--- src/rtl/vs_pkg.sv ---
package vs_pkg;
   typedef enum logic [1:0] {
      ST_IDLE  = 2'd0,
      ST_CLOCK = 2'd1,
      ST_NRU   = 2'd2
   } sweep_state_e;

   localparam logic [1:0] CLS_WORST = 2'b11;
endpackage

--- src/rtl/vs_frame_bits.sv ---
module vs_frame_bits #(
   parameter int N_FRAMES = 16,
   localparam int IW = $clog2(N_FRAMES)
) (
   input  logic                clk,
   input  logic                rst_n,
   input  logic                acc_valid,
   input  logic [IW-1:0]       acc_frame,
   input  logic                acc_write,
   input  logic                ref_clear,
   input  logic                sweep_clr,
   input  logic [IW-1:0]       sweep_frame,
   input  logic                free_valid,
   input  logic [IW-1:0]       free_frame,
   output logic [N_FRAMES-1:0] ref_bits,
   output logic [N_FRAMES-1:0] mod_bits
);
   for (genvar i = 0; i < N_FRAMES; i++) begin : g_frame
      logic hit_acc, hit_sweep, hit_free;
      logic r_q, m_q;

      assign hit_acc   = acc_valid  && (acc_frame   == IW'(i));
      assign hit_sweep = sweep_clr  && (sweep_frame == IW'(i));
      assign hit_free  = free_valid && (free_frame  == IW'(i));

      // an access in the same cycle wins over any clearing source
      always_ff @(posedge clk or negedge rst_n) begin
         if (!rst_n) begin
            r_q <= 1'b0;
            m_q <= 1'b0;
         end else begin
            if (hit_acc)
               r_q <= 1'b1;
            else if (ref_clear || hit_sweep || hit_free)
               r_q <= 1'b0;
            if (hit_acc && acc_write)
               m_q <= 1'b1;
            else if (hit_free)
               m_q <= 1'b0;
         end
      end

      assign ref_bits[i] = r_q;
      assign mod_bits[i] = m_q;
   end
endmodule

--- src/rtl/vs_free_pool.sv ---
module vs_free_pool #(
   parameter int N_FRAMES = 16,
   localparam int IW = $clog2(N_FRAMES)
) (
   input  logic          clk,
   input  logic          rst_n,
   input  logic          free_valid,
   input  logic [IW-1:0] free_frame,
   input  logic          take_valid,
   input  logic [IW-1:0] take_frame,
   output logic          pool_empty,
   output logic [IW-1:0] first_free
);
   logic [N_FRAMES-1:0] pool_q;
   logic [N_FRAMES-1:0] take_mask, give_mask;

   always_comb begin
      take_mask = '0;
      give_mask = '0;
      if (take_valid) take_mask[take_frame] = 1'b1;
      if (free_valid) give_mask[free_frame] = 1'b1;
   end

   // all frames start out free
   always_ff @(posedge clk or negedge rst_n) begin
      if (!rst_n) pool_q <= '1;
      else        pool_q <= (pool_q & ~take_mask) | give_mask;
   end

   // lowest set bit wins
   always_comb begin
      first_free = '0;
      for (int i = N_FRAMES - 1; i >= 0; i--)
         if (pool_q[i]) first_free = IW'(i);
   end

   assign pool_empty = (pool_q == '0);
endmodule

--- src/rtl/vs_sweep_ctrl.sv ---
module vs_sweep_ctrl
   import vs_pkg::*;
#(
   parameter int N_FRAMES = 16,
   localparam int IW = $clog2(N_FRAMES)
) (
   input  logic                clk,
   input  logic                rst_n,
   input  logic                sel_valid,
   input  logic                sel_nru,
   input  logic                pool_empty,
   input  logic [IW-1:0]       first_free,
   input  logic [N_FRAMES-1:0] ref_bits,
   input  logic [N_FRAMES-1:0] mod_bits,
   output logic                sel_ready,
   output logic                done,
   output logic [IW-1:0]       victim,
   output logic                take_valid,
   output logic [IW-1:0]       take_frame,
   output logic                sweep_clr,
   output logic [IW-1:0]       sweep_frame,
   output logic [IW-1:0]       hand
);
   localparam logic [IW-1:0] LAST = IW'(N_FRAMES - 1);

   sweep_state_e  state_q;
   logic [IW-1:0] hand_q, cnt_q, best_idx_q, victim_q;
   logic [1:0]    best_cls_q;
   logic          done_q;

   logic [IW-1:0] pos, choice;
   logic [1:0]    cur_cls;
   logic          accept, clk_finish, nru_finish;

   // cnt_q stays 0 in second-chance mode, so pos is the hand there
   assign pos       = hand_q + cnt_q;
   assign cur_cls   = {ref_bits[pos], mod_bits[pos]};
   assign sel_ready = (state_q == ST_IDLE);
   assign accept    = sel_valid && sel_ready;

   always_comb begin
      take_valid = 1'b0;
      take_frame = first_free;
      sweep_clr  = 1'b0;
      clk_finish = 1'b0;
      nru_finish = 1'b0;
      choice     = (cur_cls < best_cls_q) ? pos : best_idx_q;
      case (state_q)
         ST_IDLE:  take_valid = accept && !pool_empty;
         ST_CLOCK: begin
            sweep_clr  = cur_cls[1];
            clk_finish = !cur_cls[1];
         end
         ST_NRU:   nru_finish = (cur_cls == 2'b00) || (cnt_q == LAST);
         default:  ;
      endcase
      if (clk_finish) begin
         take_valid = 1'b1;
         take_frame = hand_q;
      end
      if (nru_finish) begin
         take_valid = 1'b1;
         take_frame = choice;
      end
   end

   assign sweep_frame = hand_q;

   always_ff @(posedge clk or negedge rst_n) begin
      if (!rst_n) begin
         state_q    <= ST_IDLE;
         hand_q     <= '0;
         cnt_q      <= '0;
         best_cls_q <= CLS_WORST;
         best_idx_q <= '0;
         victim_q   <= '0;
         done_q     <= 1'b0;
      end else begin
         done_q <= 1'b0;
         case (state_q)
            ST_IDLE: if (accept) begin
               if (!pool_empty) begin
                  victim_q <= first_free;
                  done_q   <= 1'b1;
               end else begin
                  state_q    <= sel_nru ? ST_NRU : ST_CLOCK;
                  cnt_q      <= '0;
                  best_cls_q <= CLS_WORST;
                  best_idx_q <= hand_q;
               end
            end
            ST_CLOCK: begin
               hand_q <= hand_q + IW'(1);
               if (clk_finish) begin
                  victim_q <= hand_q;
                  done_q   <= 1'b1;
                  state_q  <= ST_IDLE;
               end
            end
            ST_NRU: begin
               if (nru_finish) begin
                  victim_q <= choice;
                  hand_q   <= choice + IW'(1);
                  done_q   <= 1'b1;
                  state_q  <= ST_IDLE;
               end else begin
                  cnt_q <= cnt_q + IW'(1);
                  if (cur_cls < best_cls_q) begin
                     best_cls_q <= cur_cls;
                     best_idx_q <= pos;
                  end
               end
            end
            default: state_q <= ST_IDLE;
         endcase
      end
   end

   assign done   = done_q;
   assign victim = victim_q;
   assign hand   = hand_q;
endmodule

--- src/rtl/vs_victim_sel.sv ---
module vs_victim_sel #(
   parameter int N_FRAMES = 16,
   localparam int IW = $clog2(N_FRAMES)
) (
   input  logic          clk,
   input  logic          rst_n,
   input  logic          acc_valid,
   input  logic [IW-1:0] acc_frame,
   input  logic          acc_write,
   input  logic          ref_clear,
   input  logic          free_valid,
   input  logic [IW-1:0] free_frame,
   input  logic          sel_valid,
   input  logic          sel_nru,
   output logic          sel_ready,
   output logic          done,
   output logic [IW-1:0] victim
);
   if (N_FRAMES < 2 || (N_FRAMES & (N_FRAMES - 1)) != 0) begin : g_bad_frames
      $error("N_FRAMES must be a power of two and at least 2");
   end

   logic [N_FRAMES-1:0] ref_bits, mod_bits;
   logic                pool_empty, take_valid, sweep_clr;
   logic [IW-1:0]       first_free, take_frame, sweep_frame, hand;

   vs_frame_bits #(.N_FRAMES(N_FRAMES)) u_bits (
      .clk(clk), .rst_n(rst_n),
      .acc_valid(acc_valid), .acc_frame(acc_frame), .acc_write(acc_write),
      .ref_clear(ref_clear),
      .sweep_clr(sweep_clr), .sweep_frame(sweep_frame),
      .free_valid(free_valid), .free_frame(free_frame),
      .ref_bits(ref_bits), .mod_bits(mod_bits)
   );

   vs_free_pool #(.N_FRAMES(N_FRAMES)) u_pool (
      .clk(clk), .rst_n(rst_n),
      .free_valid(free_valid), .free_frame(free_frame),
      .take_valid(take_valid), .take_frame(take_frame),
      .pool_empty(pool_empty), .first_free(first_free)
   );

   vs_sweep_ctrl #(.N_FRAMES(N_FRAMES)) u_ctrl (
      .clk(clk), .rst_n(rst_n),
      .sel_valid(sel_valid), .sel_nru(sel_nru),
      .pool_empty(pool_empty), .first_free(first_free),
      .ref_bits(ref_bits), .mod_bits(mod_bits),
      .sel_ready(sel_ready), .done(done), .victim(victim),
      .take_valid(take_valid), .take_frame(take_frame),
      .sweep_clr(sweep_clr), .sweep_frame(sweep_frame),
      .hand(hand)
   );
endmodule

--- config.mk ---
export PLATFORM = sky130hd
export DESIGN_NAME = vs_victim_sel
export DESIGN_NICKNAME = d
export VERILOG_FILES = /design/src/rtl/vs_pkg.sv /design/src/rtl/vs_frame_bits.sv /design/src/rtl/vs_free_pool.sv /design/src/rtl/vs_sweep_ctrl.sv /design/src/rtl/vs_victim_sel.sv
export SDC_FILE = /design/constraint.sdc
export NUM_CORES = 1
export LEC_CHECK = 0
export BUFFER_PORTS_ARGS = -buffer_cell sky130_fd_sc_hd__buf_2
export CAP_MARGIN = 5
export CORE_ASPECT_RATIO = 1.2
export CORE_MARGIN = 4
export CORE_UTILIZATION = 50
export CTS_BUF_LIST = sky130_fd_sc_hd__clkbuf_4 sky130_fd_sc_hd__clkbuf_8
export CTS_CLUSTER_SIZE = 14
export DETAILED_ROUTE_END_ITERATION = 7
export GPL_ROUTABILITY_DRIVEN = 0
export PLACE_DENSITY = 0.67
export SLEW_MARGIN = 20
export SYNTH_ARGS = -nofsm -noshare
export SYNTH_HDL_FRONTEND = slang
export SYNTH_SLANG_ARGS = --single-unit
--- constraint.sdc ---
create_clock -name clk -period 9.8 [get_ports clk]
set_input_delay 0.98 -clock clk [delete_from_list [all_inputs] [get_ports clk]]
set_output_delay 0.98 -clock clk [all_outputs]
set_load 0.05 [all_outputs]
==> summary.txt <==
Ant. Diodes -> 0
Critical Path Max Stage Delay -> 1200 ps
Via density -> 6.42
RSZ-0062 raised after global routing -> false
Critical Path Source Type -> flop
HPWL Detailed -> 8590 um
Slew Viols, Final -> 0
CTS tree -> done
crit path DAT -> 5410 ps
total track usage -> 0.243
Fin Setup TNS -> 0 ps
worst reg-to-reg path cell count -> 12
worst r2r src -> u_ctrl.hand[0]$_DFFE_PN0P_
Cell Area, Synth -> 4350 um^2
Worst Hold End -> u_bits.g_frame[0].m_q$_DFFE_PN0P_
#FFs+latches synth -> 69
initial antenna violation count -> 0
share of the synthesized area in the top cell type -> 0.294
WP buf/inv -> 1
Post-synth top flop -> dfrtp_1
CP delay by family, top -> adder cells
Max stage delay cell, worst path -> fa_1
Hold Crit Depth -> 2
per-cell routed wire length -> 19.7 um
largest net degree at the start of global routing -> 70
Final setup viols -> 0
sequential share of the synthesized area -> 0.402
drt total wl -> 11,800 um
Port Buf Inserts -> 21
CTS Buf Count -> 9
clk sink count -> 69
Clock transition at path regs -> 80 ps
Slew Limit Headroom -> 0.277
Critical Path Sink Type -> flop
CTS Hold Bufs -> 0
Worst Hold Class -> flop to flop
status -> completed
most common cell in the synthesized netlist -> nand2_1
Period Utilization, post-route -> 0.526
Avg Cell Area, Syn -> 9.29 um^2
Post-Syn Instances -> 468
crit path cell chain -> ha_1 -> inv_1 -> fa_1 -> mux2i_1 -> mux4_2 -> mux2i_4 -> ha_1 -> or2_2 -> a31oi_1 -> nor2_1 -> o31ai_1 -> a31oi_1
Clock Latency Late Sink -> 360 ps
Die X-Extent -> 93.1 um
Tot Pwr -> 1590 uW
top post-synthesis cells by area -> dfrtp_1, dfstp_2, nand2_1
Worst Setup Path Type -> flop to flop
Worst Min Path Start -> u_bits.g_frame[0].m_q$_DFFE_PN0P_
number of global-route vias before repair -> 3,652
Core Region -> 8520 um^2
post-synth top area cell -> dfrtp_1
number of DRC markers in iteration 0 -> 260
min Tclk post-route -> 5160 ps
Die Span Y -> 110 um
CTS Root Cell -> clkbuf_8
nets -> 505
Yosys cell types -> 71
syn_nets -> 495
Placed Instances -> 584
Die Area -> 10,300 um^2
CP Max Fanout -> 17
CP required -> 10,050 ps
Std-Cell Rows -> 37
CTS max path bufs -> 2
first-pass GRT wire length -> 19,100 um
io pins -> 22
Achievable Freq -> 194 MHz
Post-synth EDFFs -> 0
Synthesis Warnings -> 0
share of layout cells above drive strength 1 -> 0.178
clock skew -> 10.4 ps
drt first pass iters -> 5
pwr dens -> 339 nW/um^2
area delta synth->final -> 8.17%
actual slew at the worst max-slew pin -> 1080 ps
CTS resizes -> 0
asr flop ratio synth -> 1.00
Max-Cap Viols -> 0
H-Tree Depth -> 3
reg-to-reg slack, setup -> 4640 ps
post-route ant nets -> 0
grt ovf -> 0
DRC -> 0
Final Non-Filler Cells -> 600
Fin. Hold Viols -> 0
Worst R2R End -> u_pool.pool_q[6]$_DFF_PN1_
Max IR drop VDD -> 0.132 mV
Leak -> 0.00191 uW
postcts setup bufs -> 0
initial core utilization -> 0.510
Via Count -> 3,852
most frequent cells after synthesis -> nand2_1, dfrtp_1, o21ai_0
metal layers:
metal	global-route usage	share of wire	vias up	wire length, um
met4	0.137	0.051	0	602
met1	0.312	0.42	1853	4980
met3	0.0448	0.064	36	760
met5	0	0	-	0
met2	0.389	0.46	177	5490
li1	-	-	1786	-
worst min-delay path: stages (launching register included):
cell     delay, ps
dfrtp_1        350
nand2_1         50
o21ai_0         60
how the worst max path moves through the flow:
stage | depth (start not counted) | slack, ps | from | to
after detailed placement | 12 | 4760 | u_ctrl.hand[0]$_DFFE_PN0P_ | u_pool.pool_q[6]$_DFF_PN1_
after floorplan | 16 | 5520 | u_ctrl.hand[1]$_DFFE_PN0P_ | u_ctrl.hand[1]$_DFFE_PN0P_
after CTS | 12 | 4750 | u_ctrl.hand[0]$_DFFE_PN0P_ | u_pool.pool_q[6]$_DFF_PN1_
after global placement | 12 | 4990 | u_ctrl.hand[0]$_DFFE_PN0P_ | u_pool.pool_q[6]$_DFF_PN1_
after global routing | 12 | 4310 | u_ctrl.hand[0]$_DFFE_PN0P_ | u_pool.pool_q[5]$_DFF_PN1_
final | 12 | 4640 | u_ctrl.hand[0]$_DFFE_PN0P_ | u_pool.pool_q[6]$_DFF_PN1_
where the power goes:
part           internal, uW  switching, uW  leakage, uW  total (uW)
clock network           150            118     0.000107         268
logic                   306            552     0.000944         858
registers               389           78.8     0.000857         467
state kept, by name (all words and copies together), names as in the netlist, 4 cells and up:
signal / count
u_ctrl.victim: 4
u_ctrl.best_idx_q: 4
u_ctrl.hand: 4
u_ctrl.cnt_q: 4
u_bits.g_frame.m_q: 16
u_pool.pool_q: 16
u_bits.g_frame.r_q: 16
cell type report:
cell class | count | area, um^2
flip-flops and latches | 69 | 1750
clock inverters | 5 | 83.8
fillers | 794 | 3810
clock buffers | 11 | 139
inverters | 18 | 67.6
repair buffers | 23 | 120
multi-input cells | 357 | 2400
well taps | 117 | 146
cell usage in the layout (no fill, tap or decap), drive strengths merged, types with 19 or more instances in the layout:
| cell | count |
|---|---|
| nand3 | 25 |
| o21ai | 39 |
| mux2i | 20 |
| nor2 | 26 |
| dfrtp | 51 |
| buf | 23 |
| inv | 19 |
| a31oi | 28 |
| nand2 | 54 |
| a21oi | 26 |
kinds of logic (layout without fill, tap and decap cells):
family,Yosys count,after routing,share of synthesized area
AOI/OAI and AO/OA,157,157,0.249
xor gates and xnor gates,6,6,0.0138
adders and majority gates,11,11,0.0334
buffers and inverters,42,57,0.0463
DFF,69,69,0.402
muxes,31,31,0.0826
and+or+nand+nor,152,152,0.173
through the flow:
step                      area, um^2  utilization  worst slack [ps]  hold WS, ps
final                           4700        0.552              4640          488
after global routing            4700        0.552              4310          507
after CTS                       4700        0.552              4750          491
after detailed placement        4480        0.526              4760          473
after global placement          4480        0.526              4990          462
after floorplan                 4350            -              5520          449
No activity file was read; power rests on OpenSTA's default activity.
